===== config.mk =====
export PLATFORM = sky130hd
export DESIGN_NAME = pdcmp_unit
export DESIGN_NICKNAME = d
export VERILOG_FILES = /design/src/rtl/pdcmp_pkg.sv /design/src/rtl/pdcmp_classify.sv /design/src/rtl/pdcmp_lane.sv /design/src/rtl/pdcmp_unit.sv
export SDC_FILE = /design/constraint.sdc
export NUM_CORES = 1
export LEC_CHECK = 0
export ABC_AREA = 1
export BUFFER_PORTS_ARGS = -buffer_cell sky130_fd_sc_hd__buf_2
export CELL_PAD_IN_SITES_DETAIL_PLACEMENT = 1
export CELL_PAD_IN_SITES_GLOBAL_PLACEMENT = 2
export CORE_MARGIN = 4
export CORE_UTILIZATION = 22
export CTS_BUF_LIST = sky130_fd_sc_hd__clkbuf_8
export CTS_CLUSTER_DIAMETER = 150
export DETAILED_ROUTE_END_ITERATION = 10
export PLACE_DENSITY_LB_ADDON = 0.1
export SYNTH_ARGS = -nofsm -noshare
export SYNTH_HDL_FRONTEND = slang
export SYNTH_HIERARCHICAL = 1
export SYNTH_SLANG_ARGS = --single-unit

===== constraint.sdc =====
create_clock -name clk -period 2.75 [get_ports clk]
set_input_delay 0.275 -clock clk [delete_from_list [all_inputs] [get_ports clk]]
set_output_delay 0.275 -clock clk [all_outputs]
set_load 0.1 [all_outputs]

===== src/rtl/pdcmp_pkg.sv =====
package pdcmp_pkg;

    typedef enum logic [2:0] {
        PRED_EQ    = 3'd0,
        PRED_LT    = 3'd1,
        PRED_LE    = 3'd2,
        PRED_UNORD = 3'd3,
        PRED_NEQ   = 3'd4,
        PRED_NLT   = 3'd5,
        PRED_NLE   = 3'd6,
        PRED_ORD   = 3'd7
    } pred_e;

    typedef struct packed {
        logic sign;
        logic zero;
        logic nan;
        logic quiet;
    } fp_class_t;

    typedef enum logic {
        ST_EMPTY  = 1'b0,
        ST_LOADED = 1'b1
    } out_state_e;

endpackage


===== src/rtl/pdcmp_classify.sv =====
module pdcmp_classify
    import pdcmp_pkg::*;
#(
    parameter int LANE_W = 64,
    parameter int EXP_W  = 11
) (
    input  logic [LANE_W-1:0] val,
    output fp_class_t         cls
);
    localparam int FRAC_W = LANE_W - 1 - EXP_W;

    logic [EXP_W-1:0]  exp_f;
    logic [FRAC_W-1:0] frac_f;

    always_comb begin
        exp_f     = val[LANE_W-2 -: EXP_W];
        frac_f    = val[FRAC_W-1:0];
        cls.sign  = val[LANE_W-1];
        cls.zero  = (val[LANE_W-2:0] == '0);
        cls.nan   = (&exp_f) && (frac_f != '0);
        cls.quiet = frac_f[FRAC_W-1];
    end
endmodule


===== src/rtl/pdcmp_lane.sv =====
module pdcmp_lane
    import pdcmp_pkg::*;
#(
    parameter int LANE_W = 64,
    parameter int EXP_W  = 11
) (
    input  logic [LANE_W-1:0] lhs,
    input  logic [LANE_W-1:0] rhs,
    input  pred_e             pred,
    output logic              hit,
    output logic              invalid
);
    fp_class_t cls_l, cls_r;
    logic      unord, is_eq, is_lt, is_le, mag_lt, mag_eq, any_snan, any_qnan;

    pdcmp_classify #(.LANE_W(LANE_W), .EXP_W(EXP_W)) u_cls_l (.val(lhs), .cls(cls_l));
    pdcmp_classify #(.LANE_W(LANE_W), .EXP_W(EXP_W)) u_cls_r (.val(rhs), .cls(cls_r));

    always_comb begin
        unord    = cls_l.nan | cls_r.nan;
        any_snan = (cls_l.nan & ~cls_l.quiet) | (cls_r.nan & ~cls_r.quiet);
        any_qnan = (cls_l.nan & cls_l.quiet) | (cls_r.nan & cls_r.quiet);
        mag_lt   = lhs[LANE_W-2:0] < rhs[LANE_W-2:0];
        mag_eq   = lhs[LANE_W-2:0] == rhs[LANE_W-2:0];

        is_eq = ~unord & ((cls_l.zero & cls_r.zero) | (mag_eq & (cls_l.sign == cls_r.sign)));

        if (unord || (cls_l.zero && cls_r.zero))
            is_lt = 1'b0;
        else if (cls_l.sign != cls_r.sign)
            is_lt = cls_l.sign;
        else if (cls_l.sign)
            is_lt = ~mag_lt & ~mag_eq;
        else
            is_lt = mag_lt;

        is_le = is_lt | is_eq;

        unique case (pred)
            PRED_EQ:    hit = is_eq;
            PRED_LT:    hit = is_lt;
            PRED_LE:    hit = is_le;
            PRED_UNORD: hit = unord;
            PRED_NEQ:   hit = ~is_eq;
            PRED_NLT:   hit = ~is_lt;
            PRED_NLE:   hit = ~is_le;
            PRED_ORD:   hit = ~unord;
        endcase

        unique case (pred)
            PRED_LT, PRED_LE, PRED_NLT, PRED_NLE: invalid = any_snan | any_qnan;
            default:                              invalid = any_snan;
        endcase
    end
endmodule


===== src/rtl/pdcmp_unit.sv =====
module pdcmp_unit
    import pdcmp_pkg::*;
#(
    parameter int LANES  = 2,
    parameter int LANE_W = 64,
    parameter int EXP_W  = 11
) (
    input  logic                    clk,
    input  logic                    rst_n,
    input  logic                    in_valid,
    input  logic [LANES*LANE_W-1:0] in_a,
    input  logic [LANES*LANE_W-1:0] in_b,
    input  logic [7:0]              in_imm,
    output logic                    out_valid,
    output logic [LANES*LANE_W-1:0] out_result,
    output logic                    out_invalid
);
    localparam int DATA_W = LANES * LANE_W;

    pred_e                  pred;
    logic [LANES-1:0]       lane_hit, lane_inv;
    logic [DATA_W-1:0]      mask_next;
    out_state_e             state_q, state_d;
    logic                   unused_imm;

    assign pred       = pred_e'(in_imm[2:0]);
    assign unused_imm = ^in_imm[7:3];

    for (genvar g = 0; g < LANES; g++) begin : g_lane
        pdcmp_lane #(.LANE_W(LANE_W), .EXP_W(EXP_W)) u_lane (
            .lhs     (in_a[g*LANE_W +: LANE_W]),
            .rhs     (in_b[g*LANE_W +: LANE_W]),
            .pred    (pred),
            .hit     (lane_hit[g]),
            .invalid (lane_inv[g])
        );
        assign mask_next[g*LANE_W +: LANE_W] = {LANE_W{lane_hit[g]}};
    end

    always_comb begin
        unique case (state_q)
            ST_EMPTY:  state_d = in_valid ? ST_LOADED : ST_EMPTY;
            ST_LOADED: state_d = in_valid ? ST_LOADED : ST_EMPTY;
        endcase
    end

    always_ff @(posedge clk) begin
        if (!rst_n) state_q <= ST_EMPTY;
        else        state_q <= state_d;
    end

    always_ff @(posedge clk) begin
        if (!rst_n) begin
            out_result  <= '0;
            out_invalid <= 1'b0;
        end else if (in_valid) begin
            out_result  <= mask_next;
            out_invalid <= |lane_inv;
        end
    end

    assign out_valid = (state_q == ST_LOADED);
endmodule


---- Word-level counts from Yosys, hierarchy flattened ----
Index checks and enable logic that the tools add are counted.
operators by class
  $lt $le $gt $ge ......................... 2
  eq/ne operators ......................... 13
  mux-type cells .......................... 11
  bitwise logic cells ..................... 44
  reduce and logical (&&, ||, !) cells .... 23
operator list
  kind                number
  $logic_not 63->1    4
  $reduce_bool 52->1  4
  $eq 63x63->1        2
  $lt 63x63->1        2
  $reduce_and 11->1   4
  $and 1x1->1         16
  $not 1->1           16
  $pmux 1 s8          2
  $eq 3x3->1 const B  4
  $or 1x1->1          12
  $mux 1              9
  $eq 3x2->1 const B  2
  $logic_and 1x1->1   6
  $reduce_or 4->1     1
  $eq 3x1->1 const B  1
  $logic_not 3->1     1
  $eq 1x1->1          2
  $logic_or 1x1->1    2
  $ne 1x1->1          2
  $reduce_or 2->1     1
storage, ports and cells
  register bits after elaboration ......... 67
  input port bits ......................... 267
  output and inout port bits .............. 130
  word-level logic and storage cells ...... 96

---- Longest topological paths before layout ----
Gate-level depths: netlist of run 1.
  depth after elaboration ................. 9
  gate-level depth with buffers ........... 21
  gate-level depth less buffers ........... 21

---- Cells and area by module ----
Netlist of run 1, hierarchy kept.
by module, submodules not included
  module          instances  cells an instance  area each (µm²)  sequential area each (µm²)
  pdcmp_lane      2          381                2139.6           0.0
  pdcmp_unit      1          144                1082.3           80.1
  pdcmp_classify  4          63                 269.0            0.0

---- Worst setup path after synthesis of run 1 ----
OpenSTA, ideal clock, no wires.
  path kind ............................... reg2out
  from .................................... register out_result[64] (netlist name)
  to ...................................... output out_result[100]
  arrival time ............................ 2.489 ns
  required time ........................... 2.475 ns
  path slack .............................. -0.014 ns
  cell stages (with the launch flop) ...... 2
  path buffers ............................ 1
  path through ............................ dfxtp_1 buf_4
RTL lines
  item              RTL line          text
  end: declaration  pdcmp_unit.sv:15  output logic [LANES*LANE_W-1:0] out_result,
No word-level cell between the ends.

---- Worst setup path in the final report of run 1 ----
  from .................................... input in_b[94]
  to ...................................... register out_result[64] (netlist name)
between the ends
  longest elaborated chain between the ends .. 9
  elaborated cells between the ends (all ways) .. 24
  classes of those cells .................. order compare (1); eq/ne (1); mux (4); bitwise (13); reduce/logical (5)
ends and longest elaborated chain
  item                                                 RTL line                            text
  start: declaration                                   pdcmp_unit.sv:12                    input logic [LANES*LANE_W-1:0] in_b,
  $lt 63x63->1 / $eq 63x63->1 (equally long branches)  pdcmp_lane.sv:23, pdcmp_lane.sv:24
  $not 1->1                                            pdcmp_lane.sv:33                    is_lt = ~mag_lt & ~mag_eq;
  $and 1x1->1                                          pdcmp_lane.sv:33
  $mux 1                                               pdcmp_lane.sv:32                    else if (cls_l.sign)
  $mux 1                                               pdcmp_lane.sv:30                    else if (cls_l.sign != cls_r.sign)
  $mux 1                                               pdcmp_lane.sv:28                    if (unord || (cls_l.zero && cls_r.zero))
  $or 1x1->1                                           pdcmp_lane.sv:37                    is_le = is_lt | is_eq;
  $not 1->1                                            pdcmp_lane.sv:46                    PRED_NLE: hit = ~is_le;
  $pmux 1 s8 (*)                                       pdcmp_lane.sv:39                    unique case (pred)
  named net lane_hit[1]                                pdcmp_unit.sv:21                    logic [LANES-1:0] lane_hit, lane_inv;
The timed path passes the listed nets; every way through them passes the cells marked *.
A chain may end at the register's enable or synchronous reset.

==> flow_metrics.py, run 1 <==
metrics = {
    "power_and_ir_drop": {
        "power_density_mw_per_mm2": 308,
        "total_leakage_power_nw": 5.05,
        "ir_drop_mv": 0.265,
        "total_power_mw": 2.44,
    },
    "clock_network": {
        "cts-hold-fix-buffers": 0,
        "cts.repair.resized": 0,
        "clk_pin_slew_ns": 0.03,
        "clock-sinks": 4,
        "clk_latency_ns": 0.21,
        "cts_buffers": 3,
        "cts_tree": "yes",
        "post_cts_buffers": 0,
        "clock_path_buffers": 2,
        "cts-root-buf": "clkbuf_8",
        "h-tree-depth": 1,
    },
    "die": {
        "num_rows": 62,
        "die_area_mm2": 0.0321,
        "ios": 397,
        "die_w_um": 179,
        "core_mm2": 0.0288,
        "initial_core_util_pct": 22.4,
        "die_h_um": 179,
    },
    "route": {
        "first_pass_iters": 4,
        "vias": 7258,
        "via_per_inst": 4.02,
        "wl_per_cell_um": 13.8,
        "detail-route-antenna-nets": 0,
        "wirelength_mm": 24.9,
        "drc": 0,
        "drt_iter0_drc": 133,
    },
    "timing": {
        "finalCritPeriodShare_pct": 76.4,
        "final_max_slew_viol_count": 0,
        "maxSlewHeadroom_pct": 49.3,
        "worstMarginPinSlew_ns": 0.761,
        "fmax_mhz": 476,
        "whs_ns": 0.295,
        "setup-violations-final": 0,
        "finalHoldViolCount": 0,
        "post-route-min-period_ns": 2.10,
        "finClkSkew_ns": 0,
        "tns_ns": 0,
        "rsz0062_at_grt": "no",
    },
    "logic_synthesis": {
        "ys_ff_latch": 4,
        "syn_area_mm2": 0.00644,
        "synthTopCellsByArea": "ha_1 (24%), nand2_1 (17%), buf_4 (16%)",
        "synthCells": 1158,
        "yosysTopAreaCell": "ha_1",
        "synthTopCellsByCount": "nand2_1 (296), inv_1 (213), nor2_1 (200)",
        "ys_async_sr_fraction_pct": 0,
        "synthFlopType": "dfxtp_1",
        "synth_most_common_cell": "nand2_1",
        "ys_seq_area_share_pct": 1.24,
        "yosysWarnings": 6,
        "syn_nets": 1551,
        "synth_edf_count": 0,
        "synth_top_cell_area_share_pct": 24.5,
        "syn_area_per_cell_um2": 5.56,
        "ys_types": 28,
    },
    "global_routing": {
        "grt_pass1_wl_mm": 37.2,
        "track_usage_pct": 14.4,
        "antenna_found_initial": 12,
        "first_global_vias": 7546,
        "overflow": 0,
        "grt_max_degree": 66,
    },
    "layout": {
        "syn2layout_area_growth_pct": 23.0,
        "drive_gt1_share_pct": 29.8,
        "utilization_pct": 27.5,
        "finalNetCount": 1813,
    },
    "setup_path": {
        "cp-start-kind": "input port",
        "rrSetupSlack_ns": 1.57,
        "path_class": "input port to flop",
        "worst_setup_path_end_kind": "flop",
        "crit_fanout": 3,
        "cp.required_ns": 2.85,
        "r2r-end": "out_result[63]",
        "rr_startpoint": "out_result[63]",
        "rr_worst_depth": 2,
        "cp.arrival_ns": 2.20,
    },
    "placed_design": {
        "hpwlAfterDp_mm": 23.7,
        "gp_congestion": 0.785,
        "port_buffers": 391,
    },
    "hold_path": {
        "holdPathStages": 3,
        "hold_class": "input port to flop",
        "min_from": "rst_n",
        "min_delay_worst_endpoint": "out_valid",
    },
    "outcome": {
        "outcome": "completed",
    },
    "flow_run": {
        "maxCapViolCount": 0,
    },
}
[stage by stage]
step	area, µm²	std cells	setup WS (ns)
floorplan	6440	1158	0.842
global placement	7870	1799	0.340
detailed placement	7870	1799	0.325
CTS	7910	1802	0.549
global route	7920	1803	0.312
finish	7920	1805	0.649
[how the worst max path moves through the flow]
stage                      endpoint      startpoint  slack (ns)
floorplan           out_result[100]  out_result[64]        0.84
global placement     out_result[64]        in_b[74]        0.34
detailed placement   out_result[64]        in_b[79]        0.32
CTS                  out_result[64]        in_b[79]        0.55
global route         out_result[63]        in_b[10]        0.31
finish               out_result[64]        in_b[94]        0.65
[power breakdown]
group | switching [mW] | internal (mW) | leakage [nW] | total, mW
combinational | 1.72 | 0.502 | 4.99 | 2.22
clock | 0.0290 | 0.0932 | 0.0216 | 0.122
sequential | 0.0283 | 0.0634 | 0.0339 | 0.0917
[sequential cells by signal (all words and copies together) (netlist names)]
name and flops:
out_result 2, out_valid 1, out_invalid 1
[cells by family after synthesis]
| logic type | synth area share, % |
|---|---|
| flip-flops | 1.24 |
| buffers and inverters | 28.2 |
| AO/OA/AOI/OAI | 5.56 |
| AND/OR/NAND/NOR | 40.0 |
| adder cells (fa/ha/maj) | 24.5 |
| XOR/XNOR | 0.544 |
[routing by layer]
metal / wire, µm / global-route usage [%] / vias to the layer above
met5: 122 / 0 / -
met4: 133 / 0.704 / 22
met3: 1590 / 3.52 / 28
met2: 11900 / 26.0 / 163
met1: 11100 / 18.2 / 3049
li1: - / - / 3996
[final cells by class]
class,instances,area (µm²)
flip-flops and latches,4,82.6
inverters,215,807
multi-input cells,805,4540
well taps,384,480
repair buffers,391,1960
fillers,3963,20900
clock buffers,3,41.3
diodes,3,7.51
[critical path, stage by stage]
cell	delay, ns
buf_2	0.09
inv_1	0.04
ha_1	0.30
nand2_1	0.06
nor2_1	0.16
nand2_1	0.14
nor3_1	0.22
nand2_1	0.10
nand2_1	0.11
nand2_1	0.06
nand2_1	0.10
nand2_1	0.06
nand2_1	0.07
nand2_1	0.08
nand3_1	0.09
nand4_2	0.10
nor2_1	0.10
nor2_1	0.05
[placed cells by master, fill, tap and decap left out, types with 5 or more instances in the layout]
cell	Yosys	layout
nor4_1	8	8
nor2_1	200	200
buf_2	0	391
nor3_1	8	8
nand4_1	30	30
nor2_2	10	10
ha_1	126	126
o21ai_0	5	5
nand3_1	28	28
a21oi_1	50	50
inv_1	213	213
and2_0	6	6
nand2_1	296	296
(Power assumes the default switching activity.)
==> run 2: changes to the inputs <==
--- a/config.mk
+++ b/config.mk
@@ -10,7 +10,7 @@
 export CELL_PAD_IN_SITES_DETAIL_PLACEMENT = 1
 export CELL_PAD_IN_SITES_GLOBAL_PLACEMENT = 2
 export CORE_MARGIN = 4
-export CORE_UTILIZATION = 22
+export CORE_UTILIZATION = 18
 export CTS_BUF_LIST = sky130_fd_sc_hd__clkbuf_8
 export CTS_CLUSTER_DIAMETER = 150
 export DETAILED_ROUTE_END_ITERATION = 10
==> constraint.sdc (replaced) <==
create_clock -name clk -period 1.9 [get_ports clk]
set_input_delay 0.19 -clock clk [delete_from_list [all_inputs] [get_ports clk]]
set_output_delay 0.19 -clock clk [all_outputs]
set_load 0.1 [all_outputs]
==> flow_metrics.py, run 2 (synthesized netlist as in run 1, its figures left out) <==
metrics = {
    "outcome": {
        "outcome": "completed",
    },
    "clock_network": {
        "cts-root-buf": "clkbuf_8",
        "clk_latency_ns": 0.22,
        "cts_tree": "yes",
        "h-tree-depth": 1,
        "clock_path_buffers": 2,
        "cts_buffers": 3,
        "cts-hold-fix-buffers": 0,
        "clock-sinks": 4,
        "clk_pin_slew_ns": 0.03,
    },
    "layout": {
        "top_register": "out_result",
        "largest_reg_flops": 2,
        "fin_area_mm2": 0.00939,
        "final_common_cell": "buf_2",
        "fillers": 4615,
        "finalNetCount": 1896,
        "drive_gt1_share_pct": 40.4,
        "syn2layout_area_growth_pct": 45.8,
        "utilization_pct": 26.9,
        "final_cell_mix": "buf_2 (376), nand2_1 (277), inv_1 (202), nor2_1 (175), ha_1 (93)",
    },
    "global_routing": {
        "grt_pass1_wl_mm": 43.5,
        "overflow": 0,
        "grt_max_degree": 66,
        "first_global_vias": 8442,
        "track_usage_pct": 13.7,
        "antenna_found_initial": 5,
    },
    "setup_path": {
        "cp.required_ns": 2.01,
        "cp.arrival_ns": 1.99,
        "worst_setup_path_end_kind": "flop",
        "crit_fanout": 3,
        "r2r-end": "out_result[63]",
        "cp-start-kind": "input port",
        "slowest_stage": "ha_1",
        "path_buf_inv": 2,
        "cp_slowest_stage_delay_ns": 0.34,
        "path_cells": "buf_2 > inv_1 > ha_1 > a21oi_1 > nand2_1 > nand2_1 > nand2_1 > nand2_1 > nand2_1 > nand2_1 > nand2_1 > nand2_1 > nand2_2 > a21oi_2 > nand2_2 > nand3_1 > nand4_2 > nor2_1 > nor2_1",
        "rr_startpoint": "out_result[63]",
        "crit_family": "simple AND/OR/NAND/NOR gates",
        "path_class": "input port to flop",
        "rrSetupSlack_ns": 0.92,
        "rr_worst_depth": 3,
        "crit_path_frequent_cell": "nand2_1",
    },
    "die": {
        "ios": 397,
        "die_area_mm2": 0.0389,
        "core_mm2": 0.0349,
        "num_rows": 68,
        "initial_core_util_pct": 18.5,
        "die_h_um": 197,
        "die_w_um": 197,
    },
    "hold_path": {
        "holdPathStages": 3,
        "min_from": "rst_n",
        "min_delay_worst_endpoint": "out_valid",
        "hold_class": "input port to flop",
    },
    "timing": {
        "finalCritPeriodShare_pct": 99.0,
        "fmax_mhz": 532,
        "finClkSkew_ns": 0,
        "setup-violations-final": 0,
        "post-route-min-period_ns": 1.88,
        "tns_ns": 0,
        "whs_ns": 0.215,
        "final_max_slew_viol_count": 0,
        "worstMarginPinSlew_ns": 0.497,
        "rsz0062_at_grt": "yes",
        "maxSlewHeadroom_pct": 67.1,
        "finalHoldViolCount": 0,
    },
    "power_and_ir_drop": {
        "total_leakage_power_nw": 5.55,
        "ir_drop_mv": 0.674,
        "power_density_mw_per_mm2": 414,
        "total_power_mw": 3.89,
    },
    "route": {
        "wl_per_cell_um": 14.6,
        "met2_length_mm": 15.0,
        "drc": 0,
        "wl_met1_mm": 12.4,
        "met3_wirelength_mm": 1.17,
        "top_layer": "met5",
        "wirelength_mm": 28.6,
        "detail-route-antenna-nets": 0,
        "drt_iter0_drc": 148,
        "vias": 7750,
        "first_pass_iters": 4,
        "via_per_inst": 3.96,
    },
    "placed_design": {
        "gp_congestion": 0.795,
        "port_buffers": 391,
        "hpwlAfterDp_mm": 26.7,
        "place_area_mm2": 0.00855,
    },
    "flow_run": {
        "maxCapViolCount": 0,
    },
}
[run 2: how the worst max path moves through the flow]
stage | startpoint | to | slack, ns | depth (start not counted)
after floorplan | out_result[64] | out_result[100] | 0.08 | 1
after global placement | in_b[30] | out_result[63] | -0.42 | 18
after detailed placement | in_b[30] | out_result[63] | -0.45 | 18
after CTS | in_a[21] | out_result[63] | -0.04 | 20
after global routing | in_b[75] | out_result[64] | -0.19 | 17
final | in_b[66] | out_result[64] | 0.02 | 19
[run 2: timing repair]
action,CTS,global route
gates cloned,0,0
endpoints found under the hold margin,0,0
resized for setup,46,97
pin swaps,19,33
buffers inserted,2,2
endpoints found under the setup margin,2,3
[run 2: routing by layer]
layer / vias to the layer above / track usage (%)
li1: 4152 / -
met1: 3428 / 17.0
met2: 156 / 26.5
met3: 8 / 1.74
met4: 6 / 0.539
met5: - / 0
[run 2: metrics by stage]
stage	worst slack (ns)	std cells
after floorplan	0.0772	1158
after global placement	-0.424	1949
after detailed placement	-0.448	1949
after CTS	-0.0383	1954
after global routing	-0.194	1956
final	0.0195	1958
[run 2: cell type report]
class / count / area, µm² / share of cell area [%]
antenna: 2 / 5.00 / 0.0533
clock buffer: 3 / 41.3 / 0.440
inverter: 215 / 812 / 8.65
multi-input combinational: 805 / 5190 / 55.3
sequential: 4 / 82.6 / 0.880
tap: 455 / 569 / 6.07
timing repair buffer: 474 / 2690 / 28.6
[run 2: power breakdown]
part	leakage [nW]	switching [mW]	internal, mW
logic	5.50	2.67	0.946
clock network	0.0216	0.0446	0.135
registers	0.0339	0.00184	0.0916
total	5.55	2.71	1.17
[run 2: tightest hold or removal path: cells and delay by family]
kind	cells	cell delay [ns]
buf+inv	2	0.15
simple gates	1	0.06
==> run 3: changes to the inputs <==
--- a/config.mk
+++ b/config.mk
@@ -5,7 +5,6 @@
 export SDC_FILE = /design/constraint.sdc
 export NUM_CORES = 1
 export LEC_CHECK = 0
-export ABC_AREA = 1
 export BUFFER_PORTS_ARGS = -buffer_cell sky130_fd_sc_hd__buf_2
 export CELL_PAD_IN_SITES_DETAIL_PLACEMENT = 1
 export CELL_PAD_IN_SITES_GLOBAL_PLACEMENT = 2
==> flow_metrics.py, run 3 <==
metrics = {
    "outcome": {
        "outcome": "complete, but fails checks",
        "violations": "setup timing",
    },
    "route": {
        "top_layer": "met5",
        "detail-route-antenna-nets": 0,
        "vias": 6567,
        "via_per_inst": 4.23,
        "drt_iter0_drc": 133,
        "met2_length_mm": 12.5,
        "wl_per_cell_um": 16.0,
        "first_pass_iters": 4,
        "wl_met1_mm": 10.8,
        "wirelength_mm": 24.8,
        "met3_wirelength_mm": 1.29,
        "drc": 0,
    },
    "timing": {
        "final_max_slew_viol_count": 0,
        "finalHoldViolCount": 0,
        "finalCritPeriodShare_pct": 132,
        "setup-violations-final": 2,
        "post-route-min-period_ns": 2.50,
        "worstMarginPinSlew_ns": 0.499,
        "maxSlewHeadroom_pct": 67.0,
        "finClkSkew_ns": 0,
        "rsz0062_at_grt": "yes",
        "tns_ns": -1.17,
        "fmax_mhz": 400,
        "setup_ws_ns": -0.601,
    },
    "setup_path": {
        "cp.required_ns": 2.00,
        "path_class": "input port to flop",
        "path_cells": "buf_2 > buf_4 > ha_1 > nand2_1 > o21ai_1 > a221oi_1 > o22ai_2 > or4_4 > and4_4 > a211oi_4 > xnor2_1 > mux2i_1 > nor2b_1",
        "cp.arrival_ns": 2.60,
        "worst_setup_path_end_kind": "flop",
        "cp_slowest_stage_delay_ns": 0.44,
        "cp-start-kind": "input port",
        "crit_fanout": 2,
        "slowest_stage": "or4_4",
    },
    "logic_synthesis": {
        "synth_edf_count": 0,
        "synth_most_common_cell": "buf_4",
        "yosysWarnings": 6,
        "synth_top_cell_area_share_pct": 29.7,
        "synthCells": 748,
        "synth_adder_area_share_pct": 29.7,
        "synthTopCellsByCount": "buf_4 (134), inv_1 (130), ha_1 (126)",
        "synth_top_family_by_area": "adder cells",
        "ys_seq_area_share_pct": 1.51,
        "ys_types": 41,
        "synthMuxAreaShare_pct": 0.377,
        "synth_compound_area_share_pct": 13.5,
        "synthTopCellsByArea": "ha_1 (30%), buf_4 (19%), inv_1 (9.2%)",
        "synthFlopType": "dfxtp_1",
        "yosysTopAreaCell": "ha_1",
        "syn_nets": 1141,
        "syn_area_per_cell_um2": 7.10,
        "synth-xor-area-share_pct": 0.659,
        "syn_area_mm2": 0.00531,
        "ys_async_sr_fraction_pct": 0,
        "synthSimpleGateAreaFrac_pct": 26.2,
        "ys_ff_latch": 4,
    },
    "global_routing": {
        "first_global_vias": 7164,
        "grt_max_degree": 66,
        "track_usage_pct": 14.6,
        "antenna_found_initial": 9,
        "grt_pass1_wl_mm": 38.9,
        "overflow": 0,
    },
    "layout": {
        "fillers": 3666,
        "final_common_cell": "buf_2",
        "largest_reg_flops": 2,
        "drive_gt1_share_pct": 56.5,
        "final_cell_mix": "buf_2 (385), buf_4 (156), inv_1 (118), ha_1 (113)",
        "finalNetCount": 1560,
        "top_register": "out_result",
        "utilization_pct": 29.8,
        "syn2layout_area_growth_pct": 62.4,
    },
    "clock_network": {
        "cts-root-buf": "clkbuf_8",
        "h-tree-depth": 1,
        "cts-hold-fix-buffers": 0,
        "clock-sinks": 4,
        "cts_buffers": 3,
        "clock_path_buffers": 2,
        "cts_tree": "yes",
        "clk_latency_ns": 0.22,
        "clk_pin_slew_ns": 0.03,
    },
    "hold_path": {
        "hold_class": "input port to flop",
    },
    "die": {
        "die_w_um": 180,
        "num_rows": 62,
        "initial_core_util_pct": 18.4,
        "die_h_um": 180,
        "die_area_mm2": 0.0323,
        "ios": 397,
        "core_mm2": 0.0289,
    },
    "flow_run": {
        "maxCapViolCount": 0,
    },
    "power_and_ir_drop": {
        "power_density_mw_per_mm2": 459,
        "total_leakage_power_nw": 4.79,
        "ir_drop_mv": 0.344,
    },
    "placed_design": {
        "port_buffers": 391,
        "gp_congestion": 0.786,
        "hpwlAfterDp_mm": 23.2,
        "pre_cts_slack_ns": -1.12,
    },
}
run 3: cell count changes after synthesis, sizes merged, moves of 5 or more:
cell	delta
nor2	-195
o21ai	+10
a211oi	+6
and2	-5
nand4	+8
o21a	+8
and4	+8
a21oi	+5
nor2b	+8
nand2	-260
nor4	+68
nand3	-6
inv	-85
run 3: critical path: cells and delay by family:
| kind | cells | cell delay, ns |
|---|---|---|
| and+or+nand+nor | 4 | 0.80 |
| muxes | 1 | 0.15 |
| AOI/OAI and AO/OA | 4 | 0.84 |
| buffers and inverters | 2 | 0.25 |
| adders and majority gates | 1 | 0.27 |
| xor gates and xnor gates | 1 | 0.10 |
run 3: final timing paths:
path	startpoint	to	slack (ns)	cells past startpoint
max	in_a[85]	out_result[64]	-0.60	13
min	rst_n	out_result[64]	0.24	2
max reg2reg	out_result[64]	out_result[64]	0.89	3
min reg2reg	out_result[63]	out_result[63]	0.51	2
run 3: timing repair:
item / CTS / global route
pin swaps: 24 / 19
setup endpoints to repair: 3 / 3
buffers inserted: 3 / 0
gates resized for setup: 41 / 36
run 3: final cells by class:
class	count	area [µm²]	area share [%]
multi-input combinational	480	4320	50.0
clock buffer	3	41.3	0.478
tap	384	480	5.57
inverter	130	518	6.00
timing repair buffer	548	3180	36.8
antenna	5	12.5	0.145
sequential	4	82.6	0.957
run 3: per-layer routing:
layer	track usage (%)	vias up
li1	-	3412
met1	18.1	2940
met2	27.0	187
met3	2.95	18
met4	1.25	10
met5	0	-
run 3: kinds of logic after synthesis:
logic type               after synthesis
adder cells (fa/ha/maj)              126
multiplexers                           2
AO/OA/AOI/OAI                        114
flip-flops                             4
AND/OR/NAND/NOR                      234
XOR/XNOR                               4
buffers and inverters                264
run 3: power breakdown:
part	internal (mW)	leakage (nW)	switching [mW]
clock	0.135	0.0216	0.0443
combinational	0.939	4.73	2.75
sequential	0.0916	0.0338	0.00229
run 3: per-stage QoR:
stage	hold slack, ns	instance area, µm²	std cells	total power, mW
2_1_floorplan	0.279	5530	748	3.02
4_1_cts	0.245	8430	1550	3.97
3_3_place_gp	0.468	8120	1544	3.73
5_1_grt	0.256	8630	1553	4.22
6_report	0.241	8630	1554	3.96
3_5_place_dp	0.467	8120	1544	3.73
